$ cat config.mk
export PLATFORM = sky130hd
export DESIGN_NAME = evmon_top
export DESIGN_NICKNAME = d
export VERILOG_FILES = /design/src/rtl/evmon_pkg.sv /design/src/rtl/evmon_match.sv /design/src/rtl/evmon_fsm.sv /design/src/rtl/evmon_gate.sv /design/src/rtl/evmon_top.sv
export SDC_FILE = /design/constraint.sdc
export NUM_CORES = 1
export LEC_CHECK = 0
export ABC_AREA = 1
export BUFFER_PORTS_ARGS = -buffer_cell sky130_fd_sc_hd__buf_2
export CAP_MARGIN = 5
export CORE_UTILIZATION = 47
export CTS_BUF_LIST = sky130_fd_sc_hd__clkbuf_8
export DETAILED_ROUTE_END_ITERATION = 8
export MAX_ROUTING_LAYER = met4
export PLACE_DENSITY = 0.82
export SYNTH_ARGS = -nofsm -noshare
export SYNTH_HDL_FRONTEND = slang
export SYNTH_SLANG_ARGS = --single-unit
$ cat constraint.sdc
create_clock -name clk -period 1.9 [get_ports clk]
set_input_delay 0.095 -clock clk [delete_from_list [all_inputs] [get_ports clk]]
set_output_delay 0.095 -clock clk [all_outputs]
set_load 0.005 [all_outputs]
$ cat src/rtl/evmon_pkg.sv
package evmon_pkg;

    // Recovery action selector codes
    typedef enum logic [1:0] {
        ACT_REJECT = 2'd0,
        ACT_STOP   = 2'd1,
        ACT_RESET  = 2'd2,
        ACT_INJECT = 2'd3
    } act_e;

    // Pattern tracker states
    typedef enum logic {
        ST_WANT_FIRST  = 1'b0,
        ST_WANT_SECOND = 1'b1
    } pat_e;

    // Per-cycle decision handed from tracker to output stage
    typedef struct packed {
        logic fwd;   // pass the incoming transfer if it is valid
        logic inj;   // replace it with the injected word
        logic viol;  // violation detected this cycle
        logic pair;  // pair completed this cycle
        logic rst;   // reset request this cycle
    } verdict_t;

endpackage

$ cat src/rtl/evmon_match.sv
module evmon_match #(
    parameter int AW = 16,
    parameter int DW = 32
) (
    input  logic          vld,
    input  logic          wr,
    input  logic [AW-1:0] addr,
    input  logic [DW-1:0] data,
    input  logic [AW-1:0] ref_addr,
    input  logic [DW-1:0] ref_data,
    output logic          hit
);
    // Only writes can be events; reads never match.
    always_comb begin
        hit = vld && wr && (addr == ref_addr) && (data == ref_data);
    end
endmodule

$ cat src/rtl/evmon_fsm.sv
module evmon_fsm
    import evmon_pkg::*;
(
    input  logic       clk,
    input  logic       rst_n,
    input  logic [1:0] hit,
    input  act_e       action,
    input  logic       stop_clr,
    output verdict_t   verdict,
    output logic       stop_req,
    output logic       rst_req,
    output logic       viol,
    output logic       pair_ok
);
    pat_e st, st_n;
    logic stop_n;
    logic in_ord;
    logic any_hit;

    assign any_hit = |hit;
    assign in_ord  = (st == ST_WANT_FIRST) ? hit[0] : hit[1];

    // Next-state process
    always_comb begin
        st_n   = st;
        stop_n = stop_req;
        if (stop_req) begin
            if (stop_clr) stop_n = 1'b0;
        end else if (any_hit) begin
            if (in_ord) begin
                unique case (st)
                    ST_WANT_FIRST:  st_n = ST_WANT_SECOND;  // ADVANCE
                    ST_WANT_SECOND: st_n = ST_WANT_FIRST;   // COMPLETE
                endcase
            end else begin
                unique case (action)
                    ACT_REJECT: st_n = st;
                    ACT_STOP:   stop_n = 1'b1;
                    ACT_RESET:  st_n = ST_WANT_FIRST;       // RECOVER
                    ACT_INJECT: st_n = st;
                endcase
            end
        end
    end

    // Output decision process
    always_comb begin
        verdict     = '0;
        verdict.fwd = !stop_req;
        if (!stop_req && any_hit) begin
            if (in_ord) begin
                verdict.pair = (st == ST_WANT_SECOND);
            end else begin
                verdict.fwd  = 1'b0;
                verdict.viol = 1'b1;
                unique case (action)
                    ACT_REJECT: verdict.inj = 1'b0;
                    ACT_STOP:   verdict.inj = 1'b0;
                    ACT_RESET:  verdict.rst = 1'b1;
                    ACT_INJECT: verdict.inj = 1'b1;
                endcase
            end
        end
    end

    // State register
    always_ff @(posedge clk) begin
        if (!rst_n) begin
            st       <= ST_WANT_FIRST;
            stop_req <= 1'b0;
            rst_req  <= 1'b0;
            viol     <= 1'b0;
            pair_ok  <= 1'b0;
        end else begin
            st       <= st_n;
            stop_req <= stop_n;
            rst_req  <= verdict.rst;
            viol     <= verdict.viol;
            pair_ok  <= verdict.pair;
        end
    end

    // stop request holds until cleared
    p_stop_sticky_r7: assert property (@(posedge clk) disable iff (!rst_n)
        stop_req && !stop_clr |=> stop_req);

    // a reset request leaves the tracker at its home state and flags the violation
    p_reset_home_r8: assert property (@(posedge clk) disable iff (!rst_n)
        rst_req |-> (st == ST_WANT_FIRST) && viol);

    // validation and violation are exclusive
    p_one_outcome_r4: assert property (@(posedge clk) disable iff (!rst_n)
        $onehot0({viol, pair_ok}));

    // rejecting leaves the pattern state alone
    p_reject_hold_r6: assert property (@(posedge clk) disable iff (!rst_n)
        !stop_req && any_hit && !in_ord && action == ACT_REJECT |=> st == $past(st));
endmodule

$ cat src/rtl/evmon_gate.sv
module evmon_gate #(
    parameter int AW = 16,
    parameter int DW = 32
) (
    input  logic          clk,
    input  logic          rst_n,
    input  logic          in_vld,
    input  logic          in_wr,
    input  logic [AW-1:0] in_addr,
    input  logic [DW-1:0] in_data,
    input  logic          fwd,
    input  logic          inj,
    input  logic [AW-1:0] inj_addr,
    input  logic [DW-1:0] inj_data,
    output logic          out_vld,
    output logic          out_wr,
    output logic [AW-1:0] out_addr,
    output logic [DW-1:0] out_data
);
    always_ff @(posedge clk) begin
        if (!rst_n) begin
            out_vld  <= 1'b0;
            out_wr   <= 1'b0;
            out_addr <= '0;
            out_data <= '0;
        end else if (inj) begin
            out_vld  <= 1'b1;
            out_wr   <= 1'b1;
            out_addr <= inj_addr;
            out_data <= inj_data;
        end else begin
            out_vld  <= in_vld && fwd;
            out_wr   <= in_wr;
            out_addr <= in_addr;
            out_data <= in_data;
        end
    end
endmodule

$ cat src/rtl/evmon_top.sv
module evmon_top
    import evmon_pkg::*;
#(
    parameter int AW = 16,
    parameter int DW = 32
) (
    input  logic          clk,
    input  logic          rst_n,
    input  logic          in_vld,
    input  logic          in_wr,
    input  logic [AW-1:0] in_addr,
    input  logic [DW-1:0] in_data,
    input  logic [AW-1:0] ev1_addr,
    input  logic [DW-1:0] ev1_data,
    input  logic [AW-1:0] ev2_addr,
    input  logic [DW-1:0] ev2_data,
    input  logic [1:0]    act_sel,
    input  logic [AW-1:0] inj_addr,
    input  logic [DW-1:0] inj_data,
    input  logic          stop_clr,
    output logic          out_vld,
    output logic          out_wr,
    output logic [AW-1:0] out_addr,
    output logic [DW-1:0] out_data,
    output logic          stop_req,
    output logic          rst_req,
    output logic          viol,
    output logic          pair_ok
);
    localparam int EV_CNT = 2;

    logic [AW-1:0]     ev_addr [EV_CNT];
    logic [DW-1:0]     ev_data [EV_CNT];
    logic [EV_CNT-1:0] hit;
    verdict_t          verdict;

    assign ev_addr[0] = ev1_addr;
    assign ev_addr[1] = ev2_addr;
    assign ev_data[0] = ev1_data;
    assign ev_data[1] = ev2_data;

    for (genvar g = 0; g < EV_CNT; g++) begin : g_match
        evmon_match #(.AW(AW), .DW(DW)) i_match (
            .vld      (in_vld),
            .wr       (in_wr),
            .addr     (in_addr),
            .data     (in_data),
            .ref_addr (ev_addr[g]),
            .ref_data (ev_data[g]),
            .hit      (hit[g])
        );
    end

    evmon_fsm i_fsm (
        .clk      (clk),
        .rst_n    (rst_n),
        .hit      (hit),
        .action   (act_e'(act_sel)),
        .stop_clr (stop_clr),
        .verdict  (verdict),
        .stop_req (stop_req),
        .rst_req  (rst_req),
        .viol     (viol),
        .pair_ok  (pair_ok)
    );

    evmon_gate #(.AW(AW), .DW(DW)) i_gate (
        .clk      (clk),
        .rst_n    (rst_n),
        .in_vld   (in_vld),
        .in_wr    (in_wr),
        .in_addr  (in_addr),
        .in_data  (in_data),
        .fwd      (verdict.fwd),
        .inj      (verdict.inj),
        .inj_addr (inj_addr),
        .inj_data (inj_data),
        .out_vld  (out_vld),
        .out_wr   (out_wr),
        .out_addr (out_addr),
        .out_data (out_data)
    );

    // nothing leaves the block while stopped
    p_stop_blocks_r7: assert property (@(posedge clk) disable iff (!rst_n)
        stop_req |=> !out_vld);

    // non-event traffic is passed through untouched
    p_plain_pass_r5: assert property (@(posedge clk) disable iff (!rst_n)
        in_vld && !(|hit) && !stop_req |=> out_vld && out_wr == $past(in_wr)
            && out_addr == $past(in_addr) && out_data == $past(in_data));
endmodule

==> run_results.csv <==
group,metric,value,unit
run_status,status,"finished, final reports clean",
final_layout,num-nets-final,1392,
cts,root_buffer,"clkbuf_8",
sta,rsz0062_at_grt,"false",
logic_synthesis,synth_top_family_by_area,"simple AND/OR/NAND/NOR gates",
pwr,power,3.06,mW
hold_path,worstHoldPathCells,3,
sta,hold_ws,0.0233,ns
placed_design,gp_congestion,1.04,
route,first_iter_violations,512,
final_layout,antenna_cells,0,
critical_path,regToRegSetupSlack,0.39,ns
pwr,p_int,1.99,mW
critical_path,r2r_end,"i_gate.out_addr[8]",
hold_path,hp-class,"input port to flip-flop",
floorplan,coreArea,9770,sq um
grt,grt_use_met2,58.6,%
cts,tritoncts,"done",
logic_synthesis,synth_seq_cells,55,
route,vias,6486,
route,drt_pre_antenna_iters,5,
grt,use_met3,3.80,%
pwr,ir_drop,0.341,mV
cts,htreeDepth,2,
route,via_per_inst,4.89,
critical_path,arrival,1.99,ns
logic_synthesis,seq_area_frac_synth,23.2,%
logic_synthesis,synth_adder_area_share,0,%
floorplan,start_util,48.6,%
floorplan,fp.dieW,103,um
cts,clock_sinks,55,
route,drc,0,
sta,fmax,565,MHz
logic_synthesis,synth_nets,1104,
logic_synthesis,syn-cell-area,4750,sq um
logic_synthesis,syn_inst,905,
cts,cts_max_path_buffers,2,
cts,clk_pin_slew,0.11,ns
logic_synthesis,yosys_warnings,0,
cts,clk_latency,0.32,ns
sta,setup_viol,0,
critical_path,critPathCaptureType,"flip-flop",
pwr,seqPwrFrac,40.0,%
critical_path,rr_worst_depth,9,
hold_path,worst_hold_path.endpoint,"i_gate.out_data[12]",
final_layout,drive_gt1_share,28.2,%
critical_path,crit_type,"input port to flip-flop",
route,wire_per_inst,14.5,um
logic_synthesis,synth_mux_area_share,0,%
floorplan,pin_count,253,
critical_path,timing.rr.start,"i_fsm.st",
logic_synthesis,synthSimpleGateAreaFrac,48.2,%
placed_design,io_buffer_count,252,
grt,grt_pass1_vias,5670,
pwr,pwr-share-comb,36.2,%
grt,grt_max_degree,59,
logic_synthesis,syn_area_per_cell,5.25,sq um
final_layout,area_delta_synth_final,40.6,%
floorplan,dieHeight,103,um
sta,period_share,93.1,%
sta,finalCriticalPeriod,1.77,ns
placed_design,placed_area,6480,sq um
floorplan,rows,36,
pwr,powerDensity,458,nW/um^2
route,final_antenna_net_count,0,
sta,skew,0.00874,ns
pwr,swShare,35.0,%
grt,grt-ovfl-total,0,
grt,grt_pass1_wl,27.8,mm
placed_design,dp_hpwl,16.0,mm
grt,antenna_found_initial,0,
logic_synthesis,synth-compound-area-share,7.19,%
pwr,clockPowerShare,23.9,%
sta,hold_viol,0,
logic_synthesis,synthXorXnorAreaFrac,4.43,%
flow_run,maxCapViolCount,0,
grt,grt.busiest_layer,"met2",
logic_synthesis,netlist-cell-type-count,27,
pwr,switchingPower,1.07,mW
cts,numCtsBuffers,5,
sta,tightestPinTransition,0.488,ns
pwr,p_leak,4.17,nW
critical_path,critPathRequiredTime,2.12,ns
route,routed_wl,19.3,mm
grt,grt_util_all_layers,36.3,%
sta,slew_headroom,67.5,%
final_layout,fin_area,6680,sq um
floorplan,die_area,10500,sq um
critical_path,startpoint_type,"input port",
grt,grt_use_met1,48.0,%
hold_path,worstHoldStart,"in_data[12]",
sta,drv_slew,0,
critical_path,worstPathMaxFanout,29,
[cell usage in the layout (no fill, tap or decap), drive strengths merged, types with 7 or more instances in the layout]
| cell | synthesis | final |
|---|---|---|
| inv | 181 | 182 |
| buf | 15 | 303 |
| a21oi | 55 | 55 |
| xnor2 | 22 | 22 |
| clkbuf | 11 | 8 |
| nor2 | 132 | 132 |
| nand4 | 22 | 22 |
| dfxtp | 55 | 55 |
| nand3 | 67 | 67 |
| nand2 | 307 | 307 |
| o21ai | 9 | 9 |
| nand3b | 7 | 7 |
[synthesized netlist by cell type]
| library cell | number | share of area, % |
|---|---|---|
| a21oi_1 | 55 | 5.8 |
| and3_1 | 2 | 0.26 |
| buf_1 | 5 | 0.40 |
| buf_2 | 7 | 0.74 |
| buf_6 | 3 | 0.71 |
| clkbuf_1 | 11 | 0.87 |
| dfxtp_1 | 55 | 23 |
| inv_1 | 167 | 13 |
| inv_2 | 14 | 1.1 |
| nand2_1 | 306 | 24 |
| nand2_2 | 1 | 0.13 |
| nand3_1 | 67 | 7.1 |
| nand3b_1 | 7 | 1.1 |
| nand4_1 | 22 | 2.9 |
| nor2_1 | 131 | 10 |
| nor2_4 | 1 | 0.24 |
| nor3_1 | 6 | 0.63 |
| nor3b_1 | 4 | 0.63 |
| nor4_1 | 1 | 0.13 |
| o211ai_1 | 1 | 0.16 |
| o21ai_0 | 9 | 0.95 |
| o21bai_1 | 1 | 0.16 |
| o22ai_1 | 1 | 0.13 |
| or2_1 | 1 | 0.13 |
| or2_2 | 3 | 0.40 |
| xnor2_1 | 22 | 4.1 |
| xor2_1 | 2 | 0.37 |
[per-layer routing]
metal  wire, um  share of wire [%]
met2       8640                 45
met3       1900                9.9
met5          0                  0
met4        476                2.5
met1       8250                 43
[worst max-delay path by stage]
stage	from	endpoint	cells past startpoint
final	in_data[4]	i_gate.out_addr[8]	15
after global placement	in_addr[12]	i_gate.out_data[3]	14
after CTS	in_addr[12]	i_gate.out_data[12]	14
after floorplan	in_data[5]	i_gate.out_vld	13
after global routing	in_data[27]	i_gate.out_addr[8]	18
after detailed placement	in_addr[12]	i_gate.out_data[12]	14
[per-stage QoR]
stage	TNS (ns)	worst slack (ns)	util, %	instances
floorplan	0	0.440	-	905
global placement	-4.00	-0.109	66.3	1313
detailed placement	-5.00	-0.155	66.3	1313
CTS	0	0.191	67.4	1322
global route	0	0.00611	68.3	1326
finish	0	0.131	68.3	1326
[what timing repair did]
| item | 4_1_cts | 5_1_grt |
|---|---|---|
| buffers inserted | 0 | 2 |
| endpoints found under the hold margin | 2 | 0 |
| setup endpoints to repair | 0 | 29 |
| resized for setup | 0 | 7 |
| hold buffers | 2 | 0 |
[sequential cells by signal, indices dropped and copies added (netlist names)]
name             cells
i_fsm.rst_req        1
i_gate.out_data     32
i_gate.out_vld       1
i_fsm.viol           1
i_fsm.stop_req       1
i_fsm.st             1
i_gate.out_wr        1
i_gate.out_addr     16
i_fsm.pair_ok        1
[critical path, stage by stage]
cell and delay, ns:
buf_2 0.13, xnor2_1 0.26, nand3_1 0.15, nor2_1 0.13
nand2_1 0.07, nor2_1 0.21, nand2_1 0.08, nand2_1 0.09
nand2_2 0.08, nor2_4 0.16, buf_4 0.14, clkbuf_16 0.20
nand3_1 0.08, nand2_1 0.07, nor2_1 0.04
[cell type report]
| type | count | area [sq um] |
|---|---|---|
| multi-input combinational | 643 | 2860 |
| clock inverter | 1 | 8.76 |
| fill | 994 | 3100 |
| tap | 133 | 166 |
| sequential | 55 | 1100 |
| timing repair buffer | 307 | 1780 |
| inverter | 181 | 679 |
| clock buffer | 6 | 82.6 |
[cell families (layout without fill, tap and decap cells)]
family / after synthesis / count (layout)
AO/OA/AOI/OAI: 67 / 67
flip-flops: 55 / 55
buffers and inverters: 207 / 495
AND/OR/NAND/NOR: 552 / 552
XOR/XNOR: 24 / 24
[power groups by stage]
stage                     clock [mW]  sequential, mW  combinational, mW
after global placement             0            1.25               1.07
after detailed placement           0            1.25               1.07
after global routing           0.782            1.23               1.22
after floorplan                    0            1.26              0.483
after CTS                      0.729            1.22               1.08
final                          0.730            1.22               1.11
Note: power is estimated with default switching activity, not from simulation.
